<file path="config.mk">
export PLATFORM = sky130hd
export DESIGN_NAME = mixacc_csr
export DESIGN_NICKNAME = d
export VERILOG_FILES = /design/src/rtl/mixacc_csr_pkg.sv /design/src/rtl/mixacc_rst_sync.sv /design/src/rtl/mixacc_apb_decode.sv /design/src/rtl/mixacc_ctrl_reg.sv /design/src/rtl/mixacc_event_flags.sv /design/src/rtl/mixacc_cmd_pulse.sv /design/src/rtl/mixacc_csr.sv
export SDC_FILE = /design/constraint.sdc
export NUM_CORES = 1
export LEC_CHECK = 0
export BUFFER_PORTS_ARGS = -buffer_cell sky130_fd_sc_hd__buf_2
export CORE_MARGIN = 2
export CORE_UTILIZATION = 44
export DETAILED_ROUTE_END_ITERATION = 10
export GPL_ROUTABILITY_DRIVEN = 0
export MAX_ROUTING_LAYER = met4
export PLACE_DENSITY = 0.78
export SYNTH_ARGS = -nofsm -noshare
export SYNTH_HDL_FRONTEND = slang
export SYNTH_SLANG_ARGS = --single-unit
</file>
<file path="constraint.sdc">
create_clock -name pclk -period 2 [get_ports pclk]
set_clock_uncertainty 0.05 [all_clocks]
set_input_delay 0.2 -clock pclk [delete_from_list [all_inputs] [get_ports pclk]]
set_output_delay 0.2 -clock pclk [all_outputs]
set_load 0.005 [all_outputs]
</file>
<file path="src/rtl/mixacc_csr_pkg.sv">
package mixacc_csr_pkg;

  localparam int unsigned DATA_W = 32;
  localparam int unsigned STRB_W = DATA_W / 8;

  // byte offsets of the map
  localparam int unsigned OFS_CTRL = 'h00;
  localparam int unsigned OFS_STAT = 'h04;
  localparam int unsigned OFS_FLAG = 'h08;
  localparam int unsigned OFS_CMD  = 'h0C;
  localparam int unsigned OFS_SET  = 'h10;
  localparam int unsigned OFS_CLR  = 'h14;

  // only these CTRL bits hold storage: thresh[31:16], mode[3:1], en[0]
  localparam logic [DATA_W-1:0] CTRL_FIELD_MASK = 32'hFFFF_000F;

  typedef enum logic [2:0] {
    SEL_NONE,
    SEL_CTRL,
    SEL_STAT,
    SEL_FLAG,
    SEL_CMD,
    SEL_SET,
    SEL_CLR
  } reg_sel_e;

  function automatic logic [DATA_W-1:0] lane_expand(input logic [STRB_W-1:0] s);
    logic [DATA_W-1:0] m;
    for (int i = 0; i < STRB_W; i++) m[8*i +: 8] = {8{s[i]}};
    return m;
  endfunction

endpackage

</file>
<file path="src/rtl/mixacc_rst_sync.sv">
module mixacc_rst_sync #(
  parameter int unsigned STAGES = 2
) (
  input  logic clk,
  input  logic arst_n,
  output logic rst_n
);
  logic [STAGES-1:0] sync_q;

  always_ff @(posedge clk or negedge arst_n) begin
    if (!arst_n) sync_q <= '0;
    else         sync_q <= {sync_q[STAGES-2:0], 1'b1};
  end

  assign rst_n = sync_q[STAGES-1];
endmodule

</file>
<file path="src/rtl/mixacc_apb_decode.sv">
module mixacc_apb_decode
  import mixacc_csr_pkg::*;
#(
  parameter int unsigned ADDR_W = 8
) (
  input  logic              psel,
  input  logic              penable,
  input  logic              pwrite,
  input  logic [ADDR_W-1:0] paddr,
  output reg_sel_e          sel,
  output logic              acc_wr,
  output logic              rd_sel,
  output logic              slverr
);
  localparam int unsigned IDX_W = ADDR_W - 2;

  logic [IDX_W-1:0] word_idx;
  logic             aligned;

  assign word_idx = paddr[ADDR_W-1:2];
  assign aligned  = (paddr[1:0] == 2'b00);

  always_comb begin
    sel = SEL_NONE;
    if (aligned) begin
      if      (word_idx == IDX_W'(OFS_CTRL >> 2)) sel = SEL_CTRL;
      else if (word_idx == IDX_W'(OFS_STAT >> 2)) sel = SEL_STAT;
      else if (word_idx == IDX_W'(OFS_FLAG >> 2)) sel = SEL_FLAG;
      else if (word_idx == IDX_W'(OFS_CMD  >> 2)) sel = SEL_CMD;
      else if (word_idx == IDX_W'(OFS_SET  >> 2)) sel = SEL_SET;
      else if (word_idx == IDX_W'(OFS_CLR  >> 2)) sel = SEL_CLR;
    end
  end

  assign acc_wr = psel & penable & pwrite;
  assign rd_sel = psel & ~pwrite;
  assign slverr = acc_wr & ((sel == SEL_STAT) | (sel == SEL_NONE));
endmodule

</file>
<file path="src/rtl/mixacc_ctrl_reg.sv">
module mixacc_ctrl_reg
  import mixacc_csr_pkg::*;
#(
  parameter logic [DATA_W-1:0] FIELD_MASK = CTRL_FIELD_MASK
) (
  input  logic              clk,
  input  logic              rst_n,
  input  logic              wr_en,
  input  logic              set_en,
  input  logic              clr_en,
  input  logic [DATA_W-1:0] wdata,
  input  logic [STRB_W-1:0] strb,
  output logic [DATA_W-1:0] q
);
  logic [DATA_W-1:0] lane_m;
  logic [DATA_W-1:0] d;
  logic              upd;

  assign lane_m = lane_expand(strb);
  assign upd    = wr_en | set_en | clr_en;

  // next-state: lane merge, set alias, clear alias
  always_comb begin
    d = q;
    if (wr_en)       d = (q & ~lane_m) | (wdata & lane_m);
    else if (set_en) d = q | (wdata & lane_m);
    else if (clr_en) d = q & ~(wdata & lane_m);
    d = d & FIELD_MASK;
  end

  always_ff @(posedge clk or negedge rst_n) begin
    if (!rst_n)   q <= '0;
    else if (upd) q <= d;
  end
endmodule

</file>
<file path="src/rtl/mixacc_event_flags.sv">
module mixacc_event_flags #(
  parameter int unsigned FLAG_N = 1
) (
  input  logic              clk,
  input  logic              rst_n,
  input  logic [FLAG_N-1:0] evt,
  input  logic [FLAG_N-1:0] clr,
  output logic [FLAG_N-1:0] q
);
  for (genvar g = 0; g < FLAG_N; g++) begin : g_flag
    logic d_bit;
    logic upd_bit;

    // an event in the clearing cycle wins so it is never lost
    always_comb begin
      upd_bit = evt[g] | clr[g];
      d_bit   = evt[g] | (q[g] & ~clr[g]);
    end

    always_ff @(posedge clk or negedge rst_n) begin
      if (!rst_n)       q[g] <= 1'b0;
      else if (upd_bit) q[g] <= d_bit;
    end
  end
endmodule

</file>
<file path="src/rtl/mixacc_cmd_pulse.sv">
module mixacc_cmd_pulse (
  input  logic clk,
  input  logic rst_n,
  input  logic fire,
  output logic pulse
);
  logic pulse_d;

  always_comb pulse_d = fire;

  always_ff @(posedge clk or negedge rst_n) begin
    if (!rst_n) pulse <= 1'b0;
    else        pulse <= pulse_d;
  end
endmodule

</file>
<file path="src/rtl/mixacc_csr.sv">
module mixacc_csr
  import mixacc_csr_pkg::*;
#(
  parameter int unsigned ADDR_W = 8,
  parameter int unsigned FLAG_N = 1
) (
  input  logic              pclk,
  input  logic              presetn,
  input  logic              psel,
  input  logic              penable,
  input  logic              pwrite,
  input  logic [ADDR_W-1:0] paddr,
  input  logic [DATA_W-1:0] pwdata,
  input  logic [STRB_W-1:0] pstrb,
  output logic [DATA_W-1:0] prdata,
  output logic              pready,
  output logic              pslverr,
  input  logic              hw_busy,
  input  logic [3:0]        hw_code,
  input  logic [FLAG_N-1:0] hw_done,
  output logic              ctrl_en,
  output logic [2:0]        ctrl_mode,
  output logic [15:0]       ctrl_thresh,
  output logic              start_pulse
);
  logic              rst_q_n;
  reg_sel_e          sel;
  logic              acc_wr;
  logic              rd_sel;
  logic [DATA_W-1:0] ctrl_q;
  logic [FLAG_N-1:0] flag_q;
  logic [FLAG_N-1:0] flag_clr;
  logic [DATA_W-1:0] lane_m;
  logic [DATA_W-1:0] stat_word;
  logic [DATA_W-1:0] rd_word;
  logic              cmd_fire;

  mixacc_rst_sync #(.STAGES(2)) u_rst (
    .clk    (pclk),
    .arst_n (presetn),
    .rst_n  (rst_q_n)
  );

  mixacc_apb_decode #(.ADDR_W(ADDR_W)) u_dec (
    .psel    (psel),
    .penable (penable),
    .pwrite  (pwrite),
    .paddr   (paddr),
    .sel     (sel),
    .acc_wr  (acc_wr),
    .rd_sel  (rd_sel),
    .slverr  (pslverr)
  );

  mixacc_ctrl_reg #(.FIELD_MASK(CTRL_FIELD_MASK)) u_ctrl (
    .clk    (pclk),
    .rst_n  (rst_q_n),
    .wr_en  (acc_wr & (sel == SEL_CTRL)),
    .set_en (acc_wr & (sel == SEL_SET)),
    .clr_en (acc_wr & (sel == SEL_CLR)),
    .wdata  (pwdata),
    .strb   (pstrb),
    .q      (ctrl_q)
  );

  assign lane_m   = lane_expand(pstrb);
  assign flag_clr = {FLAG_N{acc_wr & (sel == SEL_FLAG)}} & pwdata[FLAG_N-1:0] & lane_m[FLAG_N-1:0];

  mixacc_event_flags #(.FLAG_N(FLAG_N)) u_flags (
    .clk   (pclk),
    .rst_n (rst_q_n),
    .evt   (hw_done),
    .clr   (flag_clr),
    .q     (flag_q)
  );

  assign cmd_fire = acc_wr & (sel == SEL_CMD) & pstrb[0] & pwdata[0];

  mixacc_cmd_pulse u_cmd (
    .clk   (pclk),
    .rst_n (rst_q_n),
    .fire  (cmd_fire),
    .pulse (start_pulse)
  );

  always_comb begin
    stat_word      = '0;
    stat_word[0]   = hw_busy;
    stat_word[7:4] = hw_code;
  end

  always_comb begin
    unique case (sel)
      SEL_CTRL: rd_word = ctrl_q;
      SEL_STAT: rd_word = stat_word;
      SEL_FLAG: rd_word = DATA_W'(flag_q);
      default:  rd_word = '0;
    endcase
  end

  assign prdata      = rd_sel ? rd_word : '0;
  assign pready      = 1'b1;
  assign ctrl_en     = ctrl_q[0];
  assign ctrl_mode   = ctrl_q[3:1];
  assign ctrl_thresh = ctrl_q[31:16];
endmodule

</file>
# Yosys cells after proc, flatten, opt, wreduce, memory -nomap -nowiden

Index checks and enable logic that the tools add are counted.

Flip-flop bits (word level): 24
Output and inout port bits: 55
Bits of input ports: 55
Word-level logic and storage cells: 60

Muxes and demuxes: 12
Bitwise gates (word level): 28
Reduce and logical (&&, ||, !) cells: 5
Eq/ne operators: 11

Operators by type and width:

| cell               | number |
|---|---|
| $mux 32            | 4 |
| $and 32x32->32     | 3 |
| $pmux 32 s3        | 1 |
| $not 32->32        | 2 |
| $or 32x32->32      | 2 |
| $mux 3             | 7 |
| $and 1x1->1        | 14 |
| $eq 6x2->1 const B | 2 |
| $eq 6x3->1 const B | 2 |
| $eq 3x3->1 const B | 3 |
| $eq 3x2->1 const B | 2 |
| $eq 6x1->1 const B | 1 |
| $logic_not 6->1    | 1 |
| $or 1x1->1         | 5 |
| $eq 3x1->1 const B | 1 |
| $logic_not 3->1    | 1 |
| $reduce_bool 3->1  | 1 |
| $logic_not 2->1    | 1 |
| $not 1->1          | 2 |
| $reduce_and 2->1   | 1 |

# Longest topological paths before layout

Gate-level depths: netlist of the first run.

Depth in word-level cells: 15
Depth in mapped cells: 5
Gate-level depth less buffers: 3

# Hierarchy

From an unflattened synthesis of the first run, not the netlist that was laid out.

Cell total of the unflattened synthesis: 163
Area, all modules: 1552.7 µm²

Modules (own cells, without submodules):

| module             | cells an instance | sequential area each (µm²) | area each (µm²) | times used |
|---|---|---|---|---|
| mixacc_ctrl_reg    | 83                | 500.5                      | 953.4           | 1 |
| mixacc_csr         | 60                | 0.0                        | 387.9           | 1 |
| mixacc_apb_decode  | 13                | 0.0                        | 96.3            | 1 |
| mixacc_rst_sync    | 3                 | 50.0                       | 53.8            | 1 |
| mixacc_event_flags | 3                 | 25.0                       | 36.3            | 1 |
| mixacc_cmd_pulse   | 1                 | 25.0                       | 25.0            | 1 |

# Worst setup path before layout of the first run

OpenSTA, ideal clock, no wires.

Path type: input-to-output
From: input port paddr[6]
To: output port prdata[16]
Path buffers: 1
Data required time: 1750 ps
Setup slack: 372 ps
Data arrival time: 1378 ps
Stages on the path: 4
Cell sequence: or4_4 -> nor4_4 -> buf_6 -> and3_1

Cells in the longest elaborated chain, start to end: 11
Elaborated cells between the ends (all ways): 18
Classes of those cells: 8 x eq/ne; 9 x mux; 1 x reduce/logical

RTL lines:

| item                                     | line                    | source |
|---|---|---|
| start: declaration                       | mixacc_csr.sv:12        | `input logic [ADDR_W-1:0] paddr,` |
| $eq 6x3->1                               | mixacc_apb_decode.sv:31 | `else if (word_idx == IDX_W'(OFS_CLR >> 2)) sel = SEL_CLR;` |
| $mux 3                                   | mixacc_apb_decode.sv:31 |  |
| $mux 3                                   | mixacc_apb_decode.sv:30 | `else if (word_idx == IDX_W'(OFS_SET >> 2)) sel = SEL_SET;` |
| $mux 3                                   | mixacc_apb_decode.sv:29 | `else if (word_idx == IDX_W'(OFS_CMD >> 2)) sel = SEL_CMD;` |
| $mux 3                                   | mixacc_apb_decode.sv:28 | `else if (word_idx == IDX_W'(OFS_FLAG >> 2)) sel = SEL_FLAG;` |
| $mux 3                                   | mixacc_apb_decode.sv:27 | `else if (word_idx == IDX_W'(OFS_STAT >> 2)) sel = SEL_STAT;` |
| $mux 3 *                                 | mixacc_apb_decode.sv:26 | `if (word_idx == IDX_W'(OFS_CTRL >> 2)) sel = SEL_CTRL;` |
| $mux 3 *                                 | mixacc_apb_decode.sv:25 | `if (aligned) begin` |
| $eq 3x2->1 or $eq 3x1->1 (tied branches) | mixacc_csr.sv:93        | `unique case (sel)` |
| $pmux 32 s3 *                            | mixacc_csr.sv:93        |  |
| $mux 32 *                                | mixacc_csr.sv:101       | `assign prdata = rd_sel ? rd_word : '0;` |
| end: declaration                         | mixacc_csr.sv:15        | `output logic [DATA_W-1:0] prdata,` |

Mark *: on every way between the ends. The rest lies on a longest branch, timed or not.

# Worst setup path in the final report of the first run

From: input port paddr[6]
To: output port prdata[31]

The elaborated chain is that of the path after synthesis.

==> results.ini, run 1 <==
[status]
status = completed

[critical_path]
cp-startpoint = paddr[6]
start_kind = input port
path_class = in -> out
cp.required_ns = 1.75
r2r_cells = 2
r2r_slack_ns = 1.17
cp-end-kind = output port
cp_max_fo = 12
arrival_ns = 1.62

[timing]
setup_ws_ns = 0.129
hold_viol = 0
rsz0062_at_grt = false
timing.setup.tns_ns = 0
relSlewSlack_pct = 27.1
period_needed_ns = 1.87
final-setup-viol-count = 0
fmax_mhz = 534
min_period_over_period_pct = 93.6
final-max-slew-violation-count = 0
tightest_slew_ns = 1.09

[synth]
synth_edf_count = 0
syn_area_um2 = 1850
syn_inst = 215
yosys_warnings = 0
async_flop_share_pct = 100
yosysUniqueCellTypes = 31
ys_seq_elements = 24
synth_ff_type = dfrtp_1
seq_area_frac_synth_pct = 32.5
synth_area_per_cell_um2 = 8.58

[drt]
wl_per_cell_um = 16.2
final_antenna_net_count = 0
firstDrtPassIters = 4
vias = 2008
drc = 0
wl_mm = 5.63
drtIter0Drc = 211
vias_per_cell = 5.79

[global_routing]
grt_util_all_layers_pct = 25.7
antenna_found_initial = 0
grt_pass1_wl_mm = 8.88
grt_pass1_vias = 1837
grt_max_degree = 24
grt-ovfl-total = 0

[min_path]
min_path_type = in -> reg
min_from = hw_done
worst_hold_path.endpoint = u_flags.q
worstHoldPathCells = 2

[floorplanning]
fp.dieW_um = 68.8
rows = 23
initial_core_util_pct = 45.8
dieArea_um2 = 4730
ios = 110
coreArea_um2 = 4030
fp.dieH_um = 68.8

[place]
dp_hpwl_mm = 3.85
io_buffers = 87
place_ws_ns = 0.139
dpl-instance-area_um2 = 2300

[cells_and_area]
post-route-util_pct = 59.2
drive_gt1_share_pct = 36.7
antenna_cells = 0
final_common_cell = buf_2
synthToLayoutAreaGrowth_pct = 29.2
multiInputGateArea_um2 = 1090
num-fill-cells = 379
seqCellArea_um2 = 601
nets = 353
final_cell_mix = 87 x buf_2, 24 x and3_1, 24 x dfrtp_1
finish.instance_area_um2 = 2380

[power_and_ir_drop]
p_clk_share_pct = 39.3
powerDensity_nw_per_um2 = 473
p_int_mw = 0.831
switching_share_pct = 26.4
ir_worst_vdd_uv = 405
seq_power_share_pct = 43.2
p_sw_mw = 0.298
p_leak_nw = 1.10
power_frac_comb_pct = 17.5
fin_total_pwr_mw = 1.13

[clock_network]
cts_max_path_buffers = 2
cts_sinks = 24
cts_made_buffers = 3
post-cts-setup-buffers = 0
path_clk_slew_ns = 0.10
clk_latency_ns = 0.27
h-tree-depth = 1
cts_tree = done
root_buffer = clkbuf_8

[run]
maxCapViolCount = 0

timing repair:
| item | CTS | global route |
|---|---|---|
| gates resized for setup | 0 | 0 |
| endpoints found under the hold margin | 2 | 0 |
| hold buffers | 1 | 0 |
power by group through the flow:
stage	Clock, mW	Combinational [mW]	Sequential (mW)
final	0.443	0.198	0.488
after global routing	0.464	0.216	0.488
after CTS	0.444	0.194	0.488
after detailed placement	0	0.192	0.497
after global placement	0	0.189	0.497
after floorplan	0	0.112	0.503
kinds of logic (layout without fill, tap and decap cells):
family          count (synthesis)  after routing  synth area share [%]
simple gates                   89             89                  30.0
compound gates                 63             63                  26.0
other cells                     2             10                 0.407
mux                             2              2                  1.08
flops                          24             24                  32.5
buf+inv                        35            109                  9.90
how the worst max path moves through the flow:
stage                      end  cells past startpoint
finish              prdata[31]                      6
global placement     prdata[0]                      6
global route        prdata[29]                      6
CTS                 prdata[29]                      6
detailed placement  prdata[31]                      6
floorplan           prdata[16]                      4
through the flow:
stage	std cells	hold slack [ns]
6_report	347	0.110
5_1_grt	347	0.104
4_1_cts	347	0.104
3_5_place_dp	342	-0.0625
3_3_place_gp	342	-0.0650
2_1_floorplan	223	-0.146
synthesized netlist by cell type (all sizes together), types with 5 or more instances:
cell type | n | share of area [%]
a21oi | 5 | 1.4
and3 | 24 | 8.1
buf | 15 | 5.8
clkbuf | 16 | 3.3
dfrtp | 24 | 33
nand2 | 17 | 3.5
nand3 | 5 | 1.4
nand4 | 6 | 2.0
nor2b | 20 | 6.8
o211ai | 20 | 8.1
o31ai | 20 | 8.1
o41ai | 16 | 7.6
worst max-delay path: stages:
cell and delay, ns:
buf_2 0.10, or4_4 0.57, nor4_4 0.24, buf_4 0.23, and3_1 0.17, buf_2 0.11
metal layers:
metal | wire [um] | track usage, % | part of all wire (%) | vias up
li1 | - | - | - | 963
met1 | 2290 | 33.3 | 41 | 925
met2 | 2750 | 40.4 | 49 | 116
met3 | 534 | 5.68 | 9.5 | 4
met4 | 58 | 7.35 | 1.0 | 0
met5 | 0 | - | 0 | -
final cells by class:
type,count,share of cell area (%)
clock buffer,3,1.73
clock inverter,1,1.26
inverter,4,0.630
multi-input combinational,164,45.8
sequential,24,25.2
tap,50,2.62
timing repair buffer,101,22.8
No activity file was read; power rests on OpenSTA's default activity.
==> inputs of run 2 (changes only) <==
Settings changed: ABC_AREA set to 1, CTS_CLUSTER_DIAMETER set to 100, PLACE_DENSITY 0.78 to 0.77, REMOVE_ABC_BUFFERS set to 1.
==> run 2 against run 1 <==
Effect of this change:
- combinational power down 14%
- first-iteration DRC count fell by 61%
- non-clock buffer count is 5 lower
- highest routed layer unchanged
- critical endpoint is now prdata[16]
==> results.ini, run 2 <==
[cells_and_area]
nets = 463  ; +31%
final_cell_mix = 117 x nand2_1, 87 x buf_2, 61 x nor2_1, 50 x inv_1, 24 x dfrtp_1
final_common_cell = nand2_1
num-fill-cells = 415  ; +9.5%
antenna_cells = 0  ; unchanged
drive_gt1_share_pct = 30.7  ; -6.0 points
synthToLayoutAreaGrowth_pct = 28.9
post-route-util_pct = 60.0  ; +0.79 points

[drt]
wl_mm = 4.70  ; -17%
drtIter0Drc = 83  ; -61%
drc = 0  ; unchanged
firstDrtPassIters = 5  ; +1
final_antenna_net_count = 0  ; unchanged
vias_per_cell = 4.46  ; -23%
vias = 2040  ; +1.6%
wl_per_cell_um = 10.3  ; -37%

[power_and_ir_drop]
p_sw_mw = 0.272  ; -8.5%
powerDensity_nw_per_um2 = 414  ; -12%
seq_power_share_pct = 50.0  ; +6.8 points
p_leak_nw = 1.52  ; +38%
ir_worst_vdd_uv = 362  ; -11%
power_frac_comb_pct = 16.7  ; -0.8 points
switching_share_pct = 26.8  ; +0.47 points
p_clk_share_pct = 33.3  ; -6.0 points
p_int_mw = 0.742  ; -11%

[critical_path]
cp.required_ns = 1.75  ; about the same
r2r_slack_ns = 1.20  ; +0.03 ns
cpPeakStageDelay_ns = 0.22  ; -0.35 ns
cp_slowest_cell = a21oi_2
cp-end-kind = output port
cp_max_fo = 19  ; +7
cp.buffers_inverters = 4  ; +1
path_class = in -> out
arrival_ns = 1.44  ; -0.18 ns
start_kind = input port
path_delay_family = simple AND/OR/NAND/NOR gates
rr_startpoint = u_rst.sync_q[1]
crit_path_cell_trace = buf_2 > nor2_1 > nand2_1 > a21oi_2 > nand2_1 > inv_2 > nand3_4 > buf_12 > nor2_1 > buf_2
r2r_cells = 1  ; -1

[clock_network]
ctsResizeCount = 0  ; unchanged
root_buffer = clkbuf_8
cts_max_path_buffers = 2  ; unchanged
cts_sinks = 24  ; unchanged
clk_latency_ns = 0.27  ; about the same
cts_made_buffers = 3  ; unchanged
h-tree-depth = 1  ; unchanged
cts_tree = done
path_clk_slew_ns = 0.09  ; about the same

[global_routing]
grt_pass1_vias = 1869  ; +1.7%
grt_util_all_layers_pct = 20.5  ; -5.2 points
grt_pass1_wl_mm = 8.10  ; -8.8%
grt_max_degree = 20  ; -17%
grt-ovfl-total = 0  ; unchanged
antenna_found_initial = 0  ; unchanged

[synth]
synth-xor-area-share_pct = 0  ; unchanged
synth_top_family_by_area = simple AND/OR/NAND/NOR gates
yosysTopAreaCellShare_pct = 31.6  ; -0.96 points
synth_most_common_cell = nand2_1
async_flop_share_pct = 100  ; unchanged
yosysUniqueCellTypes = 27  ; -13%
synth_edf_count = 0  ; unchanged
synthSimpleGateAreaFrac_pct = 48.9  ; +19 points
syn_inst = 315  ; +47%
synthTopCellsByArea = dfrtp_1 32%, nand2_1 23%, nor2_1 12%
synthMuxAreaShare_pct = 0  ; -1.1 points
yosys_warnings = 0  ; unchanged
synth_ff_type = dfrtp_1
synth_compound_area_share_pct = 2.30  ; -24 points
syn_area_um2 = 1900  ; +3.1%
synth_largest_area_cell = dfrtp_1
netlist_top_cells_count = 117 x nand2_1, 61 x nor2_1, 50 x inv_1, 24 x dfrtp_1, 13 x buf_4
synth_area_per_cell_um2 = 6.04  ; -30%
synth_adder_area_share_pct = 0  ; unchanged
ys_seq_elements = 24  ; unchanged
seq_area_frac_synth_pct = 31.6  ; -0.96 points

[floorplanning]
coreArea_um2 = 4090  ; +1.4%
dieArea_um2 = 4860  ; +2.9%
ios = 110  ; unchanged
initial_core_util_pct = 46.5  ; +0.73 points
fp.dieH_um = 69.7  ; +1.4%
rows = 23  ; unchanged
fp.dieW_um = 69.7  ; +1.4%

[status]
status = completed

[timing]
min_period_over_period_pct = 84.6  ; -9.0 points
rsz0062_at_grt = false
final-max-slew-violation-count = 0  ; unchanged
tightest_slew_ns = 0.511  ; -0.581 ns
timing.setup.tns_ns = 0  ; unchanged
period_needed_ns = 1.69  ; -0.179 ns
final-setup-viol-count = 0  ; unchanged
hold_viol = 0  ; unchanged
fmax_mhz = 591  ; +11%
relSlewSlack_pct = 65.7  ; +39 points

[place]
io_buffers = 87  ; unchanged
dp_hpwl_mm = 3.62  ; -6.0%

[min_path]
min_path_type = in -> reg
min_from = hw_done
worst_hold_path.endpoint = u_flags.q
worstHoldPathCells = 2  ; unchanged

[run]
maxCapViolCount = 0  ; unchanged

## run 2: cell count changes after synthesis, sizes merged, moves of 14 or more
| cell | change |
|---|---|
| nand2 | +100 |
| nor2 | +73 |
| inv | +50 |
| and3 | -24 |
| nor2b | -20 |
| o211ai | -20 |
| o31ai | -20 |
| o41ai | -16 |
| clkbuf | -14 |
## run 2: layout make-up
| cell class | count | area, um2 | area share (%) |
|---|---|---|---|
| clock buffers | 4 | 55.1 | 2.25 |
| inverters | 54 | 203 | 8.27 |
| multi-input cells | 229 | 1010 | 41.3 |
| flip-flops and latches | 24 | 601 | 24.5 |
| well taps | 50 | 62.6 | 2.55 |
| repair buffers | 96 | 518 | 21.1 |
## run 2: how the worst max path moves through the flow
stage	startpoint	to	slack, ns	cells past startpoint
global route	paddr[4]	prdata[31]	0.15	10
detailed placement	paddr[4]	prdata[16]	0.20	9
finish	paddr[4]	prdata[16]	0.31	10
floorplan	paddr[5]	flop	0.24	10
CTS	paddr[7]	prdata[16]	0.20	9
global placement	paddr[7]	prdata[3]	0.24	9
## run 2: power groups by stage
stage	sequential [mW]	combinational (mW)	clock [mW]
final	0.507	0.170	0.338
after global routing	0.511	0.192	0.367
after CTS	0.508	0.169	0.349
after detailed placement	0.518	0.166	0
after global placement	0.517	0.162	0
after floorplan	0.519	0.0783	0
## run 2: per-layer routing
| metal | wire length (um) | track usage, % |
|---|---|---|
| met4 | 19 | 3.63 |
| met1 | 2190 | 24.7 |
| met3 | 263 | 4.22 |
| met5 | 0 | - |
| met2 | 2230 | 35.9 |
## run 2: kinds of logic (layout without fill, tap and decap cells)
kind of cell / after synthesis / count (layout)
buffers and inverters: 70 / 154
AO/OA/AOI/OAI: 7 / 7
flip-flops: 24 / 24
other: 2 / 10
AND/OR/NAND/NOR: 212 / 212
## run 2: what timing repair did
item,CTS,global route
buffers inserted,0,1
setup endpoints to repair,0,1
hold buffers,1,0
endpoints found under the hold margin,2,0
## run 2: stage by stage
step	total power [mW]	instances	cell area [um2]	setup WS [ns]	hold slack [ns]
2_1_floorplan	0.597	307	1820	0.236	-0.146
3_3_place_gp	0.680	451	2370	0.244	-0.0630
3_5_place_dp	0.684	451	2370	0.196	-0.0635
4_1_cts	1.03	456	2430	0.198	0.0683
5_1_grt	1.07	457	2450	0.145	0.0710
6_report	1.01	457	2450	0.308	0.0730
